[src/rtl/ternary_quant_pkg.sv]
package ternary_quant_pkg;
  typedef enum logic [1:0] {
    ST_LOAD  = 2'd0,
    ST_SCALE = 2'd1,
    ST_EMIT  = 2'd2
  } state_e;

  localparam logic [1:0] CODE_POS  = 2'b01;
  localparam logic [1:0] CODE_ZERO = 2'b00;
  localparam logic [1:0] CODE_NEG  = 2'b11;
endpackage

[src/rtl/ternary_abs_acc.sv]
module ternary_abs_acc #(
  parameter int W_W    = 8,
  parameter int N_LOG2 = 3,
  localparam int SW    = W_W + N_LOG2
) (
  input  logic                  clk_i,
  input  logic                  rst_ni,
  input  logic                  add_i,
  input  logic                  clr_i,
  input  logic signed [W_W-1:0] w_i,
  output logic [SW-1:0]         next_sum_o
);
  logic [W_W-1:0] mag;
  logic [SW-1:0]  sum_q;

  // unsigned magnitude; the most negative word maps to 2^(W_W-1)
  assign mag        = w_i[W_W-1] ? (~w_i + 1'b1) : w_i;
  assign next_sum_o = sum_q + SW'(mag);

  always_ff @(posedge clk_i or negedge rst_ni) begin
    if (!rst_ni)    sum_q <= '0;
    else if (clr_i) sum_q <= '0;
    else if (add_i) sum_q <= next_sum_o;
  end
endmodule

[src/rtl/ternary_wbuf.sv]
module ternary_wbuf #(
  parameter int W_W   = 8,
  parameter int DEPTH = 8,
  localparam int AW   = $clog2(DEPTH)
) (
  input  logic                  clk_i,
  input  logic                  wr_en_i,
  input  logic [AW-1:0]         wr_addr_i,
  input  logic signed [W_W-1:0] wr_data_i,
  input  logic [AW-1:0]         rd_addr_i,
  output logic signed [W_W-1:0] rd_data_o
);
  logic signed [W_W-1:0] mem_q [DEPTH];

  for (genvar g = 0; g < DEPTH; g++) begin : g_entry
    always_ff @(posedge clk_i) begin
      if (wr_en_i && (wr_addr_i == AW'(g))) mem_q[g] <= wr_data_i;
    end
  end

  assign rd_data_o = mem_q[rd_addr_i];
endmodule

[src/rtl/ternary_coder.sv]
module ternary_coder
  import ternary_quant_pkg::*;
#(
  parameter int W_W = 8
) (
  input  logic signed [W_W-1:0] w_i,
  input  logic [W_W-1:0]        scale_i,
  output logic [1:0]            code_o
);
  logic [W_W-1:0] mag;
  logic [W_W:0]   mag_x2;

  assign mag    = w_i[W_W-1] ? (~w_i + 1'b1) : w_i;
  assign mag_x2 = {mag, 1'b0};

  // 2|w| >= s  <=>  |w|/s >= 0.5, ties rounded away from zero
  always_comb begin
    if (scale_i == '0)                      code_o = CODE_ZERO;
    else if (mag_x2 >= {1'b0, scale_i})     code_o = w_i[W_W-1] ? CODE_NEG : CODE_POS;
    else                                    code_o = CODE_ZERO;
  end
endmodule

[src/rtl/ternary_quant.sv]
module ternary_quant
  import ternary_quant_pkg::*;
#(
  parameter int W_W    = 8,
  parameter int N_LOG2 = 3
) (
  input  logic                  clk_i,
  input  logic                  rst_ni,
  input  logic                  w_valid_i,
  input  logic signed [W_W-1:0] w_data_i,
  input  logic                  w_last_i,
  output logic                  w_ready_o,
  output logic [W_W-1:0]        scale_o,
  output logic                  scale_valid_o,
  output logic                  code_valid_o,
  output logic [1:0]            code_o,
  output logic                  code_last_o
);
  localparam int DEPTH = 1 << N_LOG2;
  localparam int AW    = N_LOG2;
  localparam int SW    = W_W + N_LOG2;

  state_e                state_q;
  logic [AW-1:0]         wr_idx_q, rd_idx_q, end_idx_q;
  logic [W_W-1:0]        scale_q;
  logic                  accept, accept_last;
  logic [SW-1:0]         next_sum;
  logic [SW-1:0]         mean;
  logic signed [W_W-1:0] rd_data;

  assign w_ready_o   = (state_q == ST_LOAD);
  assign accept      = w_valid_i && w_ready_o;
  assign accept_last = accept && w_last_i;
  assign mean        = next_sum >> N_LOG2;

  ternary_abs_acc #(.W_W(W_W), .N_LOG2(N_LOG2)) u_acc (
    .clk_i      (clk_i),
    .rst_ni     (rst_ni),
    .add_i      (accept && !w_last_i),
    .clr_i      (accept_last),
    .w_i        (w_data_i),
    .next_sum_o (next_sum)
  );

  ternary_wbuf #(.W_W(W_W), .DEPTH(DEPTH)) u_buf (
    .clk_i     (clk_i),
    .wr_en_i   (accept),
    .wr_addr_i (wr_idx_q),
    .wr_data_i (w_data_i),
    .rd_addr_i (rd_idx_q),
    .rd_data_o (rd_data)
  );

  ternary_coder #(.W_W(W_W)) u_coder (
    .w_i     (rd_data),
    .scale_i (scale_q),
    .code_o  (code_o)
  );

  always_ff @(posedge clk_i or negedge rst_ni) begin
    if (!rst_ni) begin
      state_q   <= ST_LOAD;
      wr_idx_q  <= '0;
      rd_idx_q  <= '0;
      end_idx_q <= '0;
      scale_q   <= '0;
    end else begin
      unique case (state_q)
        ST_LOAD: if (accept) begin
          wr_idx_q <= wr_idx_q + 1'b1;
          if (w_last_i) begin
            end_idx_q <= wr_idx_q;
            wr_idx_q  <= '0;
            scale_q   <= mean[W_W-1:0];
            state_q   <= ST_SCALE;
          end
        end
        ST_SCALE: begin
          rd_idx_q <= '0;
          state_q  <= ST_EMIT;
        end
        ST_EMIT: begin
          rd_idx_q <= rd_idx_q + 1'b1;
          if (rd_idx_q == end_idx_q) state_q <= ST_LOAD;
        end
        default: state_q <= ST_LOAD;
      endcase
    end
  end

  assign scale_o       = scale_q;
  assign scale_valid_o = (state_q == ST_SCALE);
  assign code_valid_o  = (state_q == ST_EMIT);
  assign code_last_o   = code_valid_o && (rd_idx_q == end_idx_q);
endmodule

[config.mk]
export PLATFORM = sky130hd
export DESIGN_NAME = ternary_quant
export DESIGN_NICKNAME = d
export VERILOG_FILES = /design/src/rtl/ternary_quant_pkg.sv /design/src/rtl/ternary_abs_acc.sv /design/src/rtl/ternary_wbuf.sv /design/src/rtl/ternary_coder.sv /design/src/rtl/ternary_quant.sv
export SDC_FILE = /design/constraint.sdc
export NUM_CORES = 1
export LEC_CHECK = 0
export CAP_MARGIN = 10
export CORE_ASPECT_RATIO = 0.5
export CORE_MARGIN = 2
export CORE_UTILIZATION = 40
export CTS_CLUSTER_DIAMETER = 100
export DETAILED_ROUTE_END_ITERATION = 8
export RECOVER_POWER = 50
export SLEW_MARGIN = 20
export SYNTH_ARGS = -nofsm -noshare
export SYNTH_HDL_FRONTEND = slang
export SYNTH_HIERARCHICAL = 1
export SYNTH_SLANG_ARGS = --single-unit
[constraint.sdc]
create_clock -name clk_i -period 3.5 [get_ports clk_i]
set_clock_uncertainty 0.05 [all_clocks]
set_input_delay 0.35 -clock clk_i [delete_from_list [all_inputs] [get_ports clk_i]]
set_output_delay 0.35 -clock clk_i [all_outputs]
set_load 0.1 [all_outputs]
# ---- Word-level counts from Yosys, hierarchy flattened
# Memory sizes are Yosys's and may differ from the RTL's.
# Cells that the tools add are included.
dict set report classes {
  eq_ne 13
  magnitude_cmp 1
  reduce_logical 28
  bitwise_logic 2
  addsub 5
  n_mux 50
}
# operator n
set ops {}
lappend ops {{8-bit 2-to-1 mux} 9}
lappend ops {{8-bit OR reduction} 7}
lappend ops {{3-bit 2-to-1 mux} 8}
lappend ops {{1-bit 2-to-1 mux} 23}
lappend ops {{11-bit 2-to-1 mux} 2}
lappend ops {{8-bit by 1-bit adder with 8-bit output, second input constant} 2}
lappend ops {{8-bit NOT} 2}
lappend ops {{3-bit equality test, second input constant} 4}
lappend ops {{1-bit logical AND} 12}
lappend ops {{2-bit 2-to-1 mux} 6}
lappend ops {{11-bit by 8-bit adder with 11-bit output} 1}
lappend ops {{9-bit by 8-bit >= comparator with 1-bit output} 1}
lappend ops {{8-bit logical NOT} 1}
lappend ops {{3-bit by 1-bit adder with 3-bit output, second input constant} 2}
lappend ops {{3-bit by 2-bit equality test with 1-bit output, second input constant} 2}
lappend ops {{2-bit one-hot mux with 3 select lines} 1}
lappend ops {{3-bit one-hot mux with 2 select lines} 1}
lappend ops {{3-bit AND reduction} 2}
lappend ops {{2-bit by 1-bit inequality test with 1-bit output, second input constant} 2}
lappend ops {{2-bit nonzero test} 2}
lappend ops {{3-bit by 1-bit equality test with 1-bit output, second input constant} 1}
lappend ops {{3-bit equality test} 1}
lappend ops {{3-bit logical NOT} 1}
lappend ops {{2-bit by 1-bit equality test with 1-bit output, second input constant} 1}
lappend ops {{other kinds (5)} 5}
dict set report word_totals {
  elab_cells 106
  input_bits 12
  reg_bits 30
  out_inout_bits 14
  mem_bits_rw 64
  memories 1
}
# name words width rd rd_clocked_by_memory_dff wr line_no
set memory_table {}
lappend memory_table {u_buf.mem_q 8 8 1 0 1 ternary_wbuf.sv:13} ;# logic signed [W_W-1:0] mem_q [DEPTH];

# ---- Longest topological paths before layout
# Gate-level depths: netlist (run 1).
dict set report logic_depth {
  ltp_word 13
  ltp_mapped 14
  depth_no_buf 12
}

# ---- Cells and area by module
# The synthesis (run 1) kept the hierarchy.
# mod instances cells_per_inst seq_area_each_um2 area_per_inst_um2
set by_module_without_submodules {}
lappend by_module_without_submodules {ternary_wbuf 1 106 1921.8 2531.2}
lappend by_module_without_submodules {ternary_abs_acc 1 125 275.3 1106.1}
lappend by_module_without_submodules {ternary_quant 1 78 475.5 974.7}
lappend by_module_without_submodules {ternary_coder 1 54 0.0 359.1}

# ---- Least setup slack after synthesis (run 1)
# Ideal clock, no wire load.
dict set report synth_path {
  kind {register -> output}
  from {reg state_q[0]}
  to {out code_last_o}
  path_buffers 1
  t_required_ps 3100
  setup_slack_ps -555
  arrival_ps 3655
  stages_incl_launch_ff 6
  path_cell_list {dfrtp_1 -> inv_1 -> ha_1 -> clkbuf_1 -> nand2_1 -> nor3_1}
}
dict set report synth_via {
  elab_chain_cells 2
}
# item line_no
set synth_rtl {}
lappend synth_rtl {{start, declared} ternary_quant.sv:23} ;# state_e state_q;
lappend synth_rtl {{start signal, assigned} ternary_quant.sv:62} ;# state_q <= ST_LOAD;
lappend synth_rtl {{start signal, assigned} ternary_quant.sv:75} ;# state_q <= ST_SCALE;
lappend synth_rtl {{start signal, assigned} ternary_quant.sv:80} ;# state_q <= ST_EMIT;
lappend synth_rtl {{2-bit equality test} ternary_quant.sv:93} ;# assign code_valid_o = (state_q == ST_EMIT);
lappend synth_rtl {{named net code_valid_o} ternary_quant.sv:15} ;# output logic code_valid_o,
lappend synth_rtl {{1-bit logical AND} ternary_quant.sv:94} ;# assign code_last_o = code_valid_o && (rd_idx_q == end_idx_q);
lappend synth_rtl {{end, declared} ternary_quant.sv:17} ;# output logic code_last_o
# The timed path passes the listed nets, and every way through them passes these cells.

# ---- Worst setup path in the final report (run 1)
dict set report layout_path {
  from {reg rd_idx_q[0]}
  to {out code_o[1]}
}
dict set report layout_via {
  elab_chain_cells 7
  elab_cells_between_ends 8
  classes_between {add/sub: 1; order compare: 1; mux: 4; bitwise: 1; memory: 1}
}
# item line_no
set layout_rtl {}
lappend layout_rtl {{start, declared} ternary_quant.sv:24} ;# logic [AW-1:0] wr_idx_q, rd_idx_q, end_idx_q;
lappend layout_rtl {{start signal, assigned} ternary_quant.sv:83} ;# rd_idx_q <= rd_idx_q + 1'b1;
lappend layout_rtl {{memory read 8 x 8 bit (*)} n/a}
lappend layout_rtl {{named net rd_data[3]} ternary_quant.sv:29} ;# logic signed [W_W-1:0] rd_data;
lappend layout_rtl {{8-bit NOT} ternary_coder.sv:13} ;# assign mag = w_i[W_W-1] ? (~w_i + 1'b1) : w_i;
lappend layout_rtl {{8-bit by 1-bit adder with 8-bit output} ternary_coder.sv:13}
lappend layout_rtl {{8-bit 2-to-1 mux (*)} ternary_coder.sv:13}
lappend layout_rtl {{9-bit by 8-bit >= comparator with 1-bit output (*)} ternary_coder.sv:19} ;# else if (mag_x2 >= {1'b0, scale_i}) code_o = w_i[W_W-1] ? CODE_NEG : CODE_POS;
lappend layout_rtl {{2-bit 2-to-1 mux (*)} ternary_coder.sv:19}
lappend layout_rtl {{2-bit 2-to-1 mux (*)} ternary_coder.sv:18} ;# if (scale_i == '0) code_o = CODE_ZERO;
lappend layout_rtl {{end, declared} ternary_quant.sv:16} ;# output logic [1:0] code_o,
# The timed path passes the listed nets; every way through them passes the cells marked *.

==> results.json, run 1 <==
{
  "cts_buffers": 9,
  "worstSetupPathType": "flop to output pin",
  "clk_pin_slew_ns": 0.07,
  "wl_per_cell_um": 18.3,
  "path_max_fanout": 5,
  "routed_via_density": 5.28,
  "clkLatencyLatePin_ns": 0.34,
  "fp.dieH_um": 82.8,
  "n_antenna_cell": 0,
  "die_w_um": 162,
  "synthToLayoutAreaGrowth_pct": 20.7,
  "routed_wl_um": 10900,
  "total_power_w": 0.00489,
  "final_layout_size_suffix_gt1_frac": 0.245,
  "ant_nets": 0,
  "vdd_ir_drop_max_v": 0.000525,
  "fin_hold_ws_ns": 0.472,
  "initial_core_util": 0.416,
  "vias": 3155,
  "routabilityCongestion": 0.818,
  "rows": 28,
  "combPwrFrac": 0.497,
  "grt_max_degree": 31,
  "portBuffers": 25,
  "violations": "max-capacitance violations, max-slew violations, negative setup slack",
  "cts_max_level": 3,
  "worstMarginPinSlew_ns": 1.69,
  "period_minus_slack_ns": 3.79,
  "slew_violations": 31,
  "layout_setup_ws_ns": -0.286,
  "io_pins": 26,
  "drtIter0Drc": 200,
  "p_leak_nw": 2.33,
  "hp-class": "flop to flop",
  "dp_hpwl_um": 7600,
  "cts_hold_buf": 0,
  "first_pass_iters": 5,
  "min_period_over_period": 1.08,
  "nets": 466,
  "swShare": 0.420,
  "drc_errors": 0,
  "synth_fp_nets": 400,
  "power_frac_clock": 0.194,
  "gr-total-overflow": 0,
  "status": "complete, but fails checks",
  "grt_pass1_vias": 3180,
  "final_util": 0.502,
  "fill_cells": 1002,
  "cts_tree": "done",
  "endpoint_kind": "output pin",
  "cap_violations": 1,
  "cts-root-buf": "clkbuf_16",
  "hold_viol": 0,
  "slew_headroom": -0.128,
  "die_area_um2": 13400,
  "intPower_w": 0.00284,
  "finalSetupTns_ns": -0.565,
  "grt_use_total": 0.169,
  "crit_arrival_ns": 3.39,
  "start_kind": "flop",
  "synth_area_per_cell_um2": 13.7,
  "clock_path_buffers": 2,
  "seqPwrFrac": 0.309,
  "net-switching-power_w": 0.00205,
  "powerDensity_nw_per_um2": 816,
  "layout_common_cells": "64 x edfxtp_1, 33 x buf_4, 28 x dfrtp_1",
  "synth_area_um2": 4970,
  "final_common_cell": "edfxtp_1",
  "core-area_um2": 11900,
  "grt_setup_unrepaired": "true",
  "antenna_found_initial": 0,
  "setup_viol": 2,
  "cp.required_ns": 3.10,
  "grt_pass1_wl_um": 17300,
  "synthCells": 362,
  "fmax_mhz": 264,
  "clock-sinks": 94,
  "yosys_warnings": 6
}
per-layer routing:
metal,routed length (um),global-route usage,vias to the layer above
met1,5460,0.255,1597
met3,477,0.0335,7
met2,4930,0.251,60
li1,-,-,1491
met4,72,0.0430,0
met5,0,0,-
final cells by class:
cell class	instances	area (um^2)	share of cell area
Sequential cell	94	2680	0.446
Multi-Input combinational cell	234	2160	0.360
Timing Repair Buffer	67	582	0.0970
Clock buffer	9	225	0.0376
Tap cell	165	206	0.0344
Inverter	22	82.6	0.0138
Clock inverter	7	63.8	0.0106
metrics by stage:
step	instances	instance area (um^2)	setup slack [ns]
6_report	598	6000	-0.286
5_1_grt	598	6000	-0.381
4_1_cts	593	5980	-0.334
3_5_place_dp	567	5580	-0.0577
3_3_place_gp	567	5580	0.0542
2_1_floorplan	362	4990	-0.0381
worst paths after layout:
| check | from | end | slack (ns) | depth (start not counted) |
|---|---|---|---|---|
| setup / recovery | rd_idx_q[0]$_DFFE_PN0P_ | code_o[1] | -0.29 | 14 |
| hold / removal | u_acc/sum_q[7]$_DFFE_PN0P_ | u_acc/sum_q[7]$_DFFE_PN0P_ | 0.47 | 2 |
| setup reg to reg | state_q[0]$_DFFE_PN0P_ | u_acc/sum_q[9]$_DFFE_PN0P_ | 1.04 | 7 |
| hold reg to reg | u_acc/sum_q[7]$_DFFE_PN0P_ | u_acc/sum_q[7]$_DFFE_PN0P_ | 0.47 | 2 |
| max in group asynchronous | rst_ni | rd_idx_q[0]$_DFFE_PN0P_ | 1.37 | 2 |
| min in group asynchronous | rst_ni | u_acc/sum_q[10]$_DFFE_PN0P_ | 0.93 | 2 |
sequential cells by signal, summed over array words and instances, names as in the netlist:
name and count:
state_q 2, u_acc/sum_q 11, u_buf/mem_q 64, scale_o 8, rd_idx_q 3, wr_idx_q 3, end_idx_q 3
worst max-delay path: stages (launching register included):
cell,delay (ns)
dfrtp_2,0.43
clkbuf_16,0.17
mux4_1,0.54
mux2_4,0.32
nor4_4,0.29
nand2_1,0.08
nand2_1,0.08
xnor2_1,0.07
ha_1,0.27
o21ai_1,0.07
nor2_1,0.12
o211ai_1,0.10
buf_4,0.16
a21boi_4,0.15
buf_12,0.19
power groups by stage:
stage,logic (W),clock network (W),registers (W)
after floorplan,0.00146,0,0.00173
after global placement,0.00221,0,0.00152
after detailed placement,0.00226,0,0.00153
after CTS,0.00236,0.000964,0.00151
after global routing,0.00259,0.00101,0.00153
final,0.00243,0.000950,0.00151
what timing repair did:
action,4_1_cts,5_1_grt
pin swaps,5,11
setup endpoints to repair,2,2
resized for setup,13,16
buffers inserted,9,5
cloned,1,0
Note: power is estimated with default switching activity, not from simulation.
==> run 2, diff against run 1 <==
--- a/config.mk
+++ b/config.mk
@@ -11,7 +11,7 @@
 export CORE_UTILIZATION = 40
 export CTS_CLUSTER_DIAMETER = 100
 export DETAILED_ROUTE_END_ITERATION = 8
-export RECOVER_POWER = 50
+export RECOVER_POWER = 100
 export SLEW_MARGIN = 20
 export SYNTH_ARGS = -nofsm -noshare
 export SYNTH_HDL_FRONTEND = slang
==> results of run 2 <==
No change in the layout: final DEF, timing and power equal those of run 1.
